==> config.mk <==
export PLATFORM = sky130hd
export DESIGN_NAME = strap_boot_latch
export DESIGN_NICKNAME = d
export VERILOG_FILES = /design/src/rtl/strap_pkg.sv /design/src/rtl/strap_sync.sv /design/src/rtl/strap_ctrl.sv /design/src/rtl/strap_datapath.sv /design/src/rtl/strap_boot_latch.sv
export SDC_FILE = /design/constraint.sdc
export NUM_CORES = 1
export LEC_CHECK = 0
export BUFFER_PORTS_ARGS = -buffer_cell sky130_fd_sc_hd__buf_2
export CAP_MARGIN = 20
export CORE_UTILIZATION = 37
export CTS_BUF_LIST = sky130_fd_sc_hd__clkbuf_16
export CTS_CLUSTER_SIZE = 25
export DETAILED_ROUTE_END_ITERATION = 12
export SETUP_SLACK_MARGIN = 0.3
export SLEW_MARGIN = 30
export SYNTH_ARGS = -nofsm -noshare
export SYNTH_HDL_FRONTEND = slang
export SYNTH_SLANG_ARGS = --single-unit
==> constraint.sdc <==
create_clock -name clk -period 1.8 [get_ports clk]
set_clock_uncertainty 0.1 [all_clocks]
set_input_delay 0.09 -clock clk [delete_from_list [all_inputs] [get_ports clk]]
set_output_delay 0.09 -clock clk [all_outputs]
set_load 0.05 [all_outputs]
==> src/rtl/strap_pkg.sv <==
package strap_pkg;
  localparam int STATUS_W   = 32;
  localparam int CFG_W      = 4;
  localparam int BIT_OTPBYP = 16;
  localparam int BIT_TEST   = 17;
  localparam int BIT_MEM    = 18;
  localparam int BIT_UDL    = 19;
  localparam int CFG_LSB    = 20;
  localparam int PAD_W      = 4 + CFG_W;
  localparam int PULL_W     = 3;

  typedef enum logic [1:0] {
    BOOT_NORMAL = 2'd0,
    BOOT_UART   = 2'd1,
    BOOT_TEST   = 2'd2
  } bootBranchT;

  typedef struct packed {
    logic capture;
    logic valid;
    logic pullOn;
  } strapCtrlT;

  typedef struct packed {
    logic             udlReq;
    logic             memFlash;
    logic             testMode;
    logic             otpByp;
    logic [CFG_W-1:0] cfg;
  } strapStoreT;
endpackage

==> src/rtl/strap_sync.sv <==
module strap_sync #(
  parameter int WIDTH  = 8,
  parameter int STAGES = 2
) (
  input  logic             clk,
  input  logic             rstN,
  input  logic [WIDTH-1:0] dIn,
  output logic [WIDTH-1:0] dOut
);
  logic [WIDTH-1:0] stageQ [STAGES];

  for (genvar g = 0; g < STAGES; g++) begin : gStage
    if (g == 0) begin : gFirst
      always_ff @(posedge clk or negedge rstN) begin
        if (!rstN) stageQ[g] <= '0;
        else       stageQ[g] <= dIn;
      end
    end else begin : gNext
      always_ff @(posedge clk or negedge rstN) begin
        if (!rstN) stageQ[g] <= '0;
        else       stageQ[g] <= stageQ[g-1];
      end
    end
  end

  assign dOut = stageQ[STAGES-1];
endmodule

==> src/rtl/strap_ctrl.sv <==
module strap_ctrl
  import strap_pkg::*;
#(
  parameter int SETTLE_CYCLES = 8
) (
  input  logic      clk,
  input  logic      coldRstN,
  output strapCtrlT ctrl
);
  localparam int CNT_W = $clog2(SETTLE_CYCLES + 1);
  localparam logic [CNT_W-1:0] CNT_LAST = CNT_W'(SETTLE_CYCLES - 1);

  typedef enum logic [1:0] {ST_SETTLE, ST_CAPTURE, ST_DONE} stateT;

  stateT            state;
  logic [CNT_W-1:0] settleCnt;

  always_ff @(posedge clk or negedge coldRstN) begin
    if (!coldRstN) begin
      state     <= ST_SETTLE;
      settleCnt <= '0;
    end else begin
      unique case (state)
        ST_SETTLE: begin
          if (settleCnt == CNT_LAST) state <= ST_CAPTURE;
          else                       settleCnt <= settleCnt + 1'b1;
        end
        ST_CAPTURE: state <= ST_DONE;
        default:    state <= ST_DONE;
      endcase
    end
  end

  always_comb begin
    ctrl.capture = (state == ST_CAPTURE);
    ctrl.valid   = (state == ST_DONE);
    ctrl.pullOn  = (state != ST_DONE);
  end
endmodule

==> src/rtl/strap_datapath.sv <==
module strap_datapath
  import strap_pkg::*;
(
  input  logic                clk,
  input  logic                coldRstN,
  input  logic                warmRstN,
  input  strapCtrlT           ctrl,
  input  logic [PAD_W-1:0]    padSync,
  input  logic                otpUartDlDis,
  input  logic                rdEn,
  output logic [STATUS_W-1:0] statusWord,
  output logic [STATUS_W-1:0] rdData,
  output logic [1:0]          bootBranch,
  output logic                otpBypass,
  output logic [CFG_W-1:0]    testCfg,
  output logic                lpBootHold
);
  strapStoreT store;
  strapStoreT sampled;
  logic       rdRstN;
  logic       testActive;
  logic       uartActive;
  bootBranchT branch;

  // padSync order: {udlN, memSel, testN, otpBypN, cfg}
  always_comb begin
    sampled.udlReq   = ~padSync[PAD_W-1];
    sampled.memFlash =  padSync[PAD_W-2];
    sampled.testMode = ~padSync[PAD_W-3];
    sampled.otpByp   = ~padSync[PAD_W-4];
    sampled.cfg      =  padSync[CFG_W-1:0];
  end

  // Always-on store: only a cold reset clears it; only the capture strobe loads it.
  always_ff @(posedge clk or negedge coldRstN) begin
    if (!coldRstN)        store <= '0;
    else if (ctrl.capture) store <= sampled;
  end

  always_comb begin
    statusWord                     = '0;
    statusWord[BIT_OTPBYP]         = store.otpByp;
    statusWord[BIT_TEST]           = store.testMode;
    statusWord[BIT_MEM]            = store.memFlash;
    statusWord[BIT_UDL]            = store.udlReq;
    statusWord[CFG_LSB +: CFG_W]   = store.cfg;
  end

  always_comb begin
    testActive = ctrl.valid & store.testMode;
    uartActive = ctrl.valid & store.udlReq & ~otpUartDlDis;
    if (testActive)      branch = BOOT_TEST;
    else if (uartActive) branch = BOOT_UART;
    else                 branch = BOOT_NORMAL;
    bootBranch = branch;
    otpBypass  = testActive & store.otpByp;
    testCfg    = testActive ? store.cfg : '0;
    lpBootHold = testActive;
  end

  assign rdRstN = coldRstN & warmRstN;

  always_ff @(posedge clk or negedge rdRstN) begin
    if (!rdRstN)   rdData <= '0;
    else if (rdEn) rdData <= statusWord;
  end
endmodule

==> src/rtl/strap_boot_latch.sv <==
module strap_boot_latch
  import strap_pkg::*;
#(
  parameter int SETTLE_CYCLES = 8,
  parameter int SYNC_STAGES   = 2
) (
  input  logic        clk,
  input  logic        chipEnRstN,
  input  logic        porRstN,
  input  logic        warmRstN,
  input  logic        padUartDlN,
  input  logic        padMemSel,
  input  logic        padTestN,
  input  logic        padOtpBypN,
  input  logic [3:0]  padTestCfg,
  input  logic        otpUartDlDis,
  input  logic        rdEn,
  output logic [2:0]  pullUpEn,
  output logic        memSelOe,
  output logic        latchValid,
  output logic [31:0] rdData,
  output logic [1:0]  bootBranch,
  output logic        otpBypass,
  output logic [3:0]  testCfg,
  output logic        lpBootHold
);
  logic                coldRstN;
  strapCtrlT           ctrl;
  logic [PAD_W-1:0]    padSync;
  logic [STATUS_W-1:0] statusWord;

  assign coldRstN = chipEnRstN & porRstN;

  strap_sync #(.WIDTH(PAD_W), .STAGES(SYNC_STAGES)) u_sync (
    .clk  (clk),
    .rstN (coldRstN),
    .dIn  ({padUartDlN, padMemSel, padTestN, padOtpBypN, padTestCfg}),
    .dOut (padSync)
  );

  strap_ctrl #(.SETTLE_CYCLES(SETTLE_CYCLES)) u_ctrl (
    .clk      (clk),
    .coldRstN (coldRstN),
    .ctrl     (ctrl)
  );

  strap_datapath u_dp (
    .clk          (clk),
    .coldRstN     (coldRstN),
    .warmRstN     (warmRstN),
    .ctrl         (ctrl),
    .padSync      (padSync),
    .otpUartDlDis (otpUartDlDis),
    .rdEn         (rdEn),
    .statusWord   (statusWord),
    .rdData       (rdData),
    .bootBranch   (bootBranch),
    .otpBypass    (otpBypass),
    .testCfg      (testCfg),
    .lpBootHold   (lpBootHold)
  );

  assign pullUpEn   = {PULL_W{ctrl.pullOn}};
  assign memSelOe   = 1'b0;
  assign latchValid = ctrl.valid;
endmodule

* Word level (Yosys, flattened, before mapping)
Index checks and enable logic that the tools add are counted.
Word-level totals: flip-flop bits (word level) 38, bits of input ports 14, word-level logic and storage cells 34
Cells by class: add/sub/neg operators 1, equal/unequal tests 5, muxes and demuxes 5, bitwise logic cells 11, reductions and logical operators 2
Operator list (count):
- $and 1x1->1 | 6
- $mux 2 | 3
- $not 1->1 | 5
- $add 4x1->4 const B | 1
- $eq 4x3->1 const B | 1
- $mux 4 | 1
- $eq 2x1->1 const B | 1
- $eq 2x2->1 const B | 1
- $logic_not 2->1 | 1
- $ne 2x1->1 const B | 1
- $ne 2x2->1 const B | 1
- $reduce_and 2->1 | 1
- $mux 1 | 1

* Longest topological paths before layout
Gate-level depths: netlist of the first run.
depth after elaboration 5, depth in mapped cells 4, gate-level depth less buffers 4

* Cells and area by module
A second synthesis of the first run with hierarchy kept.
Second synthesis, totals: cell total of the unflattened synthesis 147, area, all modules 1831.8 µm²
By module, submodules not included:
- strap_datapath | instances 1, cells each 95, area an instance 1066.0 µm²
- strap_sync | instances 1, cells each 24, area an instance 460.4 µm²
- strap_ctrl | instances 1, cells each 23, area an instance 272.8 µm²
- strap_boot_latch | instances 1, cells each 5, area an instance 32.5 µm²

* Least setup slack after synthesis of the first run
OpenSTA, ideal clock, no wires.
kind register to output, from register u_ctrl.state[0], to output port bootBranch[0], arrival 1850 ps, path slack -240 ps, stages on the path, launching flop included 5, cell sequence dfrtp_1 > nor2b_1 > buf_4 > inv_2 > nor4b_2
On the way: word-level cells in the longest chain between the ends 5
Ends and longest elaborated chain:
- start, declared | RTL line strap_ctrl.sv:15 | stateT state;
- start signal, assigned | RTL line strap_ctrl.sv:20 | state <= ST_SETTLE;
- start signal, assigned | RTL line strap_ctrl.sv:25 | if (settleCnt == CNT_LAST) state <= ST_CAPTURE;
- start signal, assigned | RTL line strap_ctrl.sv:28 | ST_CAPTURE: state <= ST_DONE;
- $eq 2x2->1 (*) | RTL line strap_ctrl.sv:36 | ctrl.valid = (state == ST_DONE);
- net latchValid | RTL line strap_boot_latch.sv:20 | output logic latchValid,
- $and 1x1->1 (2 in a row) | RTL line strap_datapath.sv:51 | uartActive = ctrl.valid & store.udlReq & ~otpUartDlDis;
- $mux 1 | RTL line strap_datapath.sv:53 | else if (uartActive) branch = BOOT_UART;
- $mux 2 (*) | RTL line strap_datapath.sv:52 | if (testActive) branch = BOOT_TEST;
- end, declared | RTL line strap_boot_latch.sv:22 | output logic [1:0] bootBranch,
The timed path passes the listed nets; every way through them passes the cells marked *.

* Worst setup path in the final report of the first run
from register u_ctrl.state[1], to output port testCfg[2]
On the way: word-level cells in the longest chain between the ends 3
Ends and longest elaborated chain:
- $eq 2x2->1 | RTL line strap_ctrl.sv:36
- $and 1x1->1 | RTL line strap_datapath.sv:50 | testActive = ctrl.valid & store.testMode;
- $mux 4 | RTL line strap_datapath.sv:57 | testCfg = testActive ? store.cfg : '0;
- end, declared | RTL line strap_boot_latch.sv:24 | output logic [3:0] testCfg,
No other way between the ends.

==> metrics.txt, run 1 <==
status complete, no violations; Die Ht between 60 and 70 µm; layout net count between 150 and 200; synthesized area between 0.0015 and 0.002 mm²; CTS tree yes; Clock transition at path regs 0.05 ns; drt pass-1 iters 2; fmax about 630 MHz; pwr dens 1010 mW/mm²; Clk pwr share 0.380; post-route ant nets 0; Max clock buf depth 2; synth warn 0; via-per-instance ratio ~4.1; worst-skew pair later-pin latency approximately 0.27 ns; Critical Path Fanout Max 7; Clock H-tree levels 2; Syn Inst Count 115; Startpoint Class flip-flop; sequential area share after synthesis 0.611; fin crit period around 1.6 ns; root buffer cell clkbuf_16; Max Cap Violations 0; CTS buffer count 5; GP Congestion ~0.65; final setup margin 0.221 ns; DP HPWL around 1600 µm; delay-heaviest family, CP buffers and inverters; crit path kind flip-flop to output port; DRT iter0 DRCs 31; crit-path most repeated cell buf_4; largest net degree at the start of global routing 31; leak pwr approximately 1.0 nW; Sink Count 38; Cell Int Power ~1.5 mW; vias in the first global route a little over 800; GR Overflow Total 0; gr usage total 0.113; core footprint approximately 0.0040 mm²; worst vdd ir between 0.5 and 0.6 mV; Final Hold Vio Count 0; Cell Rows 23; Initial Util 0.386; drt wl/cell 10.7 µm; Netlist cell types 25; DRC errors left 0; post-synth top area share 0.611; Comb power frac 0.170; Critical path buffers and inverters 3; Setup TNS Final 0 ns; CP arrival around 1.4 ns; synthesized area per cell 13.5 µm²; routed wire length approximately 2300 µm; Placement Setup Slack 0.347 ns; Final setup viols 0; CP Cell Sequence nor2b_1, buf_4, buf_4, and3_4, buf_8; Vias approximately 890; Crit-path slowest cell dfrtp_1; sequential share of power 0.450; Crit. End Element output port; area added between synthesis and finish 30.8%; IO Port Bufs 33; die area about 0.0045 mm²; share of cells above drive strength 1 0.386; Synth area leader dfrtp_1; die width 66.9 µm; Worst Path Required about 1.6 ns; most area-consuming cells after synthesis dfrtp_1 (61%), buf_4 (14%), mux2_2 (6.5%); ant diodes 0; pins over their slew limit 0; num ports 59; first-pass GRT wire length roughly 3600 µm; initial antenna violation count 0; sw frac 0.275; RSZ-0062 raised after global routing yes; Crit path largest cell delay 0.37 ns; number of synthesized register bits 38; worst hold path type input port to flip-flop; sw power roughly 0.57 mW; period utilization 0.877
-- area by class of cell --
cell class	count	area, µm²
fill	346	1990
tap	50	62.6
timing repair buffer	50	397
multi-input combinational	68	474
sequential	38	951
inverter	2	15.0
clock buffer	5	125
clock inverter	3	11.3
-- layer usage --
layer  wire length, µm  part of all wire  GRT usage  vias up
met4                30             0.013     0.0559        0
met1               944              0.41      0.132      420
met3               135             0.058     0.0360        5
met5                 0                 0          0        -
li1                  -                 -          -      424
met2              1200              0.52      0.184       45
-- path summary, 6_finish.rpt --
path / start / to / slack, ns / cells after the start
max reg2reg: u_ctrl.settleCnt[0] / u_ctrl.settleCnt[1] / 0.41 / 4
max: u_ctrl.state[1] / testCfg[2] / 0.22 / 5
min reg2reg: u_sync.stageQ[14] / u_sync.dOut[6] / 0.25 / 0
min in group asynchronous: warmRstN / u_dp.rdData[18] / 0.29 / 3
min: rdEn / u_dp.rdData[18] / 0.12 / 2
max in group asynchronous: porRstN / u_sync.dOut[7] / 0.96 / 4
-- registers in the layout, summed over array words and instances (netlist names) --
signal / flops
u_ctrl.settleCnt: 4
u_ctrl.state: 2
u_dp.rdData: 8
u_dp.statusWord: 8
u_sync.dOut: 8
u_sync.stageQ: 8
-- cell usage after synthesis --
library cell and instances:
nand4_1 1, nand3b_1 1, xnor2_1 1, mux2_1 2, dfrtp_1 38, nor2_1 3
and3_1 6, nor2b_1 1, conb_1 1, buf_2 1, mux2_2 9, nand2b_2 1
inv_2 1, buf_4 29, nor4b_2 1, and4_1 1, o21ai_0 3, nand2_1 4
nor2_2 1, buf_6 1, and2_1 2, a21oi_1 1, mux2_4 4, inv_1 1
ha_1 1
-- layout by cell type (no fill, tap or decap), drive strengths merged --
cell | netlist | layout
dlygate4sd3 | 0 | 11
nand2 | 4 | 4
and4 | 1 | 1
nor4b | 1 | 1
a21oi | 1 | 1
o21ai | 3 | 3
nor2b | 1 | 1
mux2 | 15 | 15
and3 | 6 | 6
xnor2 | 1 | 1
nor2 | 4 | 4
buf | 31 | 39
inv | 2 | 2
clkinv | 0 | 3
ha | 1 | 1
clkbuf | 0 | 5
and2 | 2 | 2
nand4 | 1 | 1
conb | 1 | 25
nand2b | 1 | 1
dfrtp | 38 | 38
nand3b | 1 | 1
-- per-stage QoR --
| step | cell area (µm²) | instances | utilization | hold WS (ns) | total power [mW] |
|---|---|---|---|---|---|
| floorplan | 1670 | 139 | - | -0.0850 | 1.24 |
| global placement | 1670 | 193 | 0.415 | 0.0326 | 1.25 |
| detailed placement | 1670 | 193 | 0.415 | 0.0416 | 1.25 |
| CTS | 1980 | 215 | 0.492 | 0.112 | 2.07 |
| global route | 2040 | 216 | 0.505 | 0.155 | 2.14 |
| finish | 2040 | 216 | 0.505 | 0.120 | 2.05 |
-- cell families (layout without fill, tap and decap cells) --
kind of cell / count (synthesis) / count (layout) / synth area share
xor gates and xnor gates: 1 / 1 / 0.00563
AOI/OAI and AO/OA: 4 / 4 / 0.0129
other: 1 / 25 / 0.00241
muxes: 15 / 15 / 0.118
DFF: 38 / 38 / 0.611
and+or+nand+nor: 22 / 22 / 0.0868
buffers and inverters: 33 / 60 / 0.155
adders and majority gates: 1 / 1 / 0.00804
-- power by group through the flow --
stage          logic (mW)  clock network, mW  registers (mW)
2_1_floorplan       0.242                  0           0.997
3_3_place_gp        0.311                  0           0.936
3_5_place_dp        0.313                  0           0.938
4_1_cts             0.342              0.800           0.924
5_1_grt             0.368              0.844           0.931
6_report            0.348              0.781           0.924
-- timing repair --
item | in CTS | in global routing
buffers inserted | 3 | 1
hold buffers | 11 | 0
pin swaps | 1 | 0
gates resized for setup | 13 | 16
hold endpoints to repair | 46 | 0
endpoints found under the setup margin | 8 | 11
cloned | 0 | 0
No activity file was read; power rests on OpenSTA's default activity.
==> run 2, diff against run 1 <==
- SYNTH_HIERARCHICAL: unset -> 1
==> run 2 against run 1 <==
  * Sequential power hardly changed
  * First-iteration DRC count decreased by 6.5%
  * Combinational power grew 5%
  * Non-clock buffer count rose by 3
  * Clock power hardly changed
  * Fmax shrank 3.6%
  * Wire length up 14%
  * Core utilization hardly changed
  * Critical path depth down 1
  * Final area increased by 2.9%
  * Cell count up 0.93%
  * Register-to-register slack lost 0.08 ns
  * Critical path type unchanged
==> metrics.txt, run 2 <==
Crit-path slowest cell dfrtp_1; Cell Int Power 1.50 mW (+0.81%); Final setup viols 0 (unchanged); Critical Path Fanout Max 8 (+1); routed wire length 2640 µm (+14%); worst hold path type input port to flip-flop; ant diodes 0 (unchanged); Vias 923 (+3.2%); worst-skew pair later-pin latency 0.27 ns (about the same); worst vdd ir 0.491 mV (-14%); Final Hold Vio Count 0 (unchanged); Startpoint Class flip-flop; largest net degree at the start of global routing 19 (-39%); GR Overflow Total 0 (unchanged); Fin Hold WS 0.159 ns (+0.0389 ns); gr usage total 0.132 (+0.0194); via-per-instance ratio 4.23 (+2.3%); Clk pwr share 0.377 (-0.003); num ports 59 (unchanged); Clock H-tree levels 2 (unchanged); DP Area 0.00172 mm² (+2.8%); RSZ-0062 raised after global routing yes; Syn Inst Count 123 (+7.0%); drt pass-1 iters 4 (+2); Max clock buf depth 2 (unchanged); CP Cell Sequence or2b_4, clkinvlp_4, nor4bb_4, buf_6; CP arrival 1.45 ns (+0.06 ns); first-pass GRT wire length 4150 µm (+15%); Initial Util 0.399 (+0.0122); Sink Count 38 (unchanged); share of cells above drive strength 1 0.435 (+0.0490); root buffer cell clkbuf_16; synth warn 6 (+6); DRT iter0 DRCs 29 (-6.5%); Clock transition at path regs 0.05 ns (about the same); Comb power frac 0.177 (+0.007); Crit path largest cell delay 0.38 ns (about the same); final design area excluding fillers 0.00209 mm² (+2.9%); synthesized area 0.00165 mm² (+6.1%); post-route ant nets 0 (unchanged); sw power 0.576 mW (+1.8%); status complete, no violations; CTS tree yes; fmax 611 MHz (-3.6%); leak pwr 1.08 nW (+5.5%); initial antenna violation count 0 (unchanged); # fillers 382 (+10%); drt wl/cell 12.1 µm (+13%); Crit. End Element output port; most frequent cells in the layout dfrtp_1 (38), conb_1 (25), buf_2 (24), mux2_4 (13), dlygate4sd3_1 (11); Setup TNS Final 0 ns (unchanged); area added between synthesis and finish 26.8%; sequential share of power 0.446 (-0.004); Worst Path Required 1.61 ns (about the same); synthesized area per cell 13.4 µm² (-0.79%); die area 0.00473 mm² (+5.9%); fin crit period 1.64 ns (+0.0582 ns); Die Ht 68.8 µm (+2.9%); DP HPWL 1870 µm (+18%); layout net count 183 (+1.7%); period utilization 0.910 (+0.0323); Cell Rows 23 (unchanged); core footprint 0.00414 mm² (+2.9%); Max Cap Violations 0 (unchanged); GP Congestion 0.698 (+7.8%); DRC errors left 0 (unchanged); vias in the first global route 888 (+9.1%); die width 68.8 µm (+2.9%); sw frac 0.277 (+0.00201); IO Port Bufs 33 (unchanged); pwr dens 991 mW/mm² (-1.7%); pins over their slew limit 0 (unchanged); commonest non-fill, non-tap cell in the layout dfrtp_1; CTS buffer count 5 (unchanged); crit path kind flip-flop to output port
[run 2: changes by cell type in the layout (fill, tap and decap cells not counted), moves of 2 or more]
cell	delta
nor2_1	+3
buf_6	-2
buf_4	+2
inv_1	+2
and3_2	+4
mux2_4	+9
buf_2	+2
nand2_1	-3
and3_1	-4
o21ai_0	-3
mux2_2	-8
a21oi_1	+3
clkinv_1	-3
[run 2: final timing paths]
check | from | end | slack [ns] | cells past startpoint
worst max-delay path | u_ctrl/state[0] | bootBranch[0] | 0.16 | 4
worst min-delay path | rdEn | u_dp/rdData[16] | 0.16 | 2
worst max register to register | u_ctrl/state[1] | u_dp/statusWord[21] | 0.33 | 4
worst min register to register | u_sync/stageQ[9] | u_sync/dOut[1] | 0.25 | 0
max in group asynchronous | warmRstN | u_dp/rdData[21] | 0.53 | 4
min in group asynchronous | porRstN | u_dp/statusWord[23] | 0.42 | 4
[run 2: power groups by stage]
stage	logic, mW	registers [mW]	clock network, mW
finish	0.367	0.926	0.782
global route	0.388	0.932	0.852
CTS	0.365	0.927	0.812
detailed placement	0.331	0.941	0
global placement	0.328	0.937	0
floorplan	0.273	0.999	0
[run 2: stage by stage]
step                      cells   util  power [mW]  setup WS [ns]
after floorplan             146      -        1.27        -0.0409
after global placement      193  0.415        1.27          0.360
after detailed placement    193  0.415        1.27          0.300
after CTS                   214  0.493        2.10          0.154
after global routing        218  0.505        2.17         0.0872
final                       218  0.505        2.08          0.163
[run 2: timing repair]
| item | in CTS | in global routing |
|---|---|---|
| setup buffers | 3 | 4 |
| endpoints found under the setup margin | 9 | 11 |
| pin swaps | 0 | 1 |
| resized for setup | 18 | 8 |
| hold buffers | 11 | 0 |
| endpoints found under the hold margin | 46 | 0 |
[run 2: area by class of cell]
| cell class | count | area, µm² | area share |
|---|---|---|---|
| Clock buffer | 5 | 125 | 0.0597 |
| Clock inverter | 2 | 7.51 | 0.00358 |
| Inverter | 2 | 11.3 | 0.00538 |
| Multi-Input combinational cell | 68 | 523 | 0.250 |
| Sequential cell | 38 | 951 | 0.454 |
| Tap cell | 50 | 62.6 | 0.0299 |
| Timing Repair Buffer | 53 | 414 | 0.198 |
[run 2: worst max-delay path: cells and delay by family (launching register included)]
family	cells	cell delay (ns)
buf+inv	2	0.31
flops	1	0.38
simple gates	2	0.49
[run 2: layer usage]
| metal | routed length (µm) | track usage | vias to the layer above |
|---|---|---|---|
| met5 | 0 | 0 | - |
| met4 | 78 | 0.0995 | 0 |
| met3 | 178 | 0.0543 | 6 |
| met2 | 1280 | 0.195 | 39 |
| met1 | 1110 | 0.153 | 446 |
| li1 | - | - | 432 |
==> run 3, diff against run 2 <==
- BUFFER_PORTS_ARGS: -buffer_cell sky130_fd_sc_hd__buf_2 -> unset
- DONT_BUFFER_PORTS: unset -> 1
- REMOVE_ABC_BUFFERS: unset -> 1
==> run 3 against run 2 <==
  * First-iteration DRC count decreased by 59%
  * Die area did not move
  * Power fell by 2.7%
  * Non-clock buffer count is 29 lower
  * Core utilization fell by 4.5 points
  * Via count is 15% lower
  * Fmax decreased by 2.3%
==> metrics.txt, run 3 (synthesized netlist as in run 2, its figures left out) <==
status complete, no violations; GP Congestion 0.710 (+1.7%); crit path from u_ctrl/state[0]; Comb power frac 0.125 (-0.052); post-route ant nets 0 (unchanged); Crit-path slowest cell dfrtp_1; die area 0.00473 mm² (unchanged); Critical Path Fanout Max 8 (unchanged); fin crit period 1.68 ns (+0.0389 ns); commonest non-fill, non-tap cell in the layout dfrtp_1; CTS buffer count 5 (unchanged); Final setup viols 0 (unchanged); Clock H-tree levels 2 (unchanged); Startpoint Class flip-flop; Clock transition at path regs 0.05 ns (about the same); worst vdd ir 0.700 mV (+43%); Final Hold Vio Count 0 (unchanged); period utilization 0.931 (+0.0216); CTS tree yes; GR Overflow Total 0 (unchanged); most frequent cells in the layout dfrtp_1 (38), conb_1 (25), dlygate4sd3_1 (13), mux2_4 (12); vias in the first global route 740 (-17%); Cell Rows 23 (unchanged); Post-Layout Cell Count 189 (-13%); DP HPWL 1630 µm (-13%); crit path kind flip-flop to output port; Slew @ Worst Pin between 0.5 and 0.6 ns; Cell Int Power 1.47 mW (-2.3%); initial antenna violation count 0 (unchanged); Setup TNS Final 0 ns (unchanged); Max clock buf depth 2 (unchanged); Critical path buffers and inverters 2 (unchanged); Max Cap Violations 0 (unchanged); die width 68.8 µm (unchanged); Crit. End Element output port; worst reg2reg startpoint u_ctrl/state[1]; leak pwr 0.947 nW (-12%); Tot Pwr 2.02 mW (-2.7%); worst hold path type flip-flop to flip-flop; sequential share of power 0.493 (+0.047); CP Cell Sequence or2b_1, inv_2, nor4bb_4, buf_6; Worst Path Required 1.61 ns (about the same); pwr dens 1060 mW/mm² (+6.8%); Cells after DPL 164 (-15%); largest net degree at the start of global routing 31 (+12); num ports 59 (unchanged); Clk pwr share 0.382 (+0.005); DRT iter0 DRCs 12 (-59%); share of cells above drive strength 1 0.281 (-0.154); via-per-instance ratio 4.15 (-1.9%); routed wire length 2260 µm (-14%); sw power 0.555 mW (-3.7%); root buffer cell clkbuf_16; Initial Util 0.399 (unchanged); post-layout util 0.460 (-0.0450); Sink Count 38 (unchanged); worst-skew pair later-pin latency 0.27 ns (about the same); pins over their slew limit 0 (unchanged); core footprint 0.00414 mm² (unchanged); fmax 597 MHz (-2.3%); sw frac 0.275 (-0.00289); Vias 785 (-15%); CP arrival 1.49 ns (+0.04 ns); first-pass GRT wire length 3460 µm (-16%); layout net count 154 (-16%); slew margin rel. 0.661; gr usage total 0.110 (-0.0218); RSZ-0062 raised after global routing yes; Worst Hold Launch u_sync/stageQ[9]; delay-heaviest family, CP simple AND/OR/NAND/NOR gates; drt wl/cell 12.0 µm (-1.3%); ant diodes 0 (unchanged); DRC errors left 0 (unchanged); Die Ht 68.8 µm (unchanged); drt pass-1 iters 2 (-2); IO Port Bufs 0 (-100%); Crit path largest cell delay 0.41 ns (+0.03 ns); area added between synthesis and finish 15.5%
run 3: worst paths after layout:
check,endpoint,slack [ns],cells after the start
max,bootBranch[0],0.12,4
max in group asynchronous,u_sync/stageQ[13],0.43,4
min reg2reg,u_sync/dOut[1],0.24,0
min,u_sync/dOut[1],0.24,0
max reg2reg,u_dp/statusWord[22],0.33,3
min in group asynchronous,u_dp/rdData[22],0.36,3
run 3: power by group through the flow:
| stage | Clock, mW | Sequential [mW] | Combinational [mW] |
|---|---|---|---|
| after floorplan | 0 | 0.998 | 0.204 |
| after global placement | 0 | 1.01 | 0.220 |
| after detailed placement | 0 | 1.01 | 0.223 |
| after CTS | 0.792 | 0.996 | 0.253 |
| after global routing | 0.836 | 1.00 | 0.270 |
| final | 0.772 | 0.995 | 0.253 |
run 3: routing by layer:
layer  wire length (µm)  global-route usage  share of wire
met1                802               0.118           0.36
met2               1170               0.172           0.52
met3                213              0.0411          0.094
met4                 71              0.0944          0.031
met5                  0                   0              0
run 3: through the flow:
step / hold slack (ns) / cell area (µm²) / setup WS [ns]
floorplan: -0.116 / 1450 / -1.75
global placement: -0.0873 / 1570 / 0.300
detailed placement: -0.0786 / 1570 / 0.271
CTS: 0.246 / 1890 / 0.112
global route: 0.250 / 1910 / 0.0483
finish: 0.245 / 1910 / 0.124
run 3: what timing repair did:
item | in CTS | in global routing
setup buffers | 3 | 2
setup endpoints to repair | 9 | 9
pin swaps | 0 | 1
resized for setup | 11 | 1
hold buffers | 13 | 0
endpoints found under the hold margin | 54 | 0
run 3: layout make-up:
cell class / instances / area [µm²]
Fill cell: 376 / 2240
Sequential cell: 38 / 951
Multi-Input combinational cell: 68 / 510
Timing Repair Buffer: 24 / 244
Clock buffer: 5 / 125
Tap cell: 50 / 62.6
Clock inverter: 2 / 7.51
Inverter: 2 / 7.51
run 3: worst reg2reg max path: cells and delay by family, from the launching register on:
kind | cells | cell delay [ns]
buffers and inverters | 1 | 0.15
muxes | 1 | 0.37
DFF | 1 | 0.38
and+or+nand+nor | 1 | 0.36
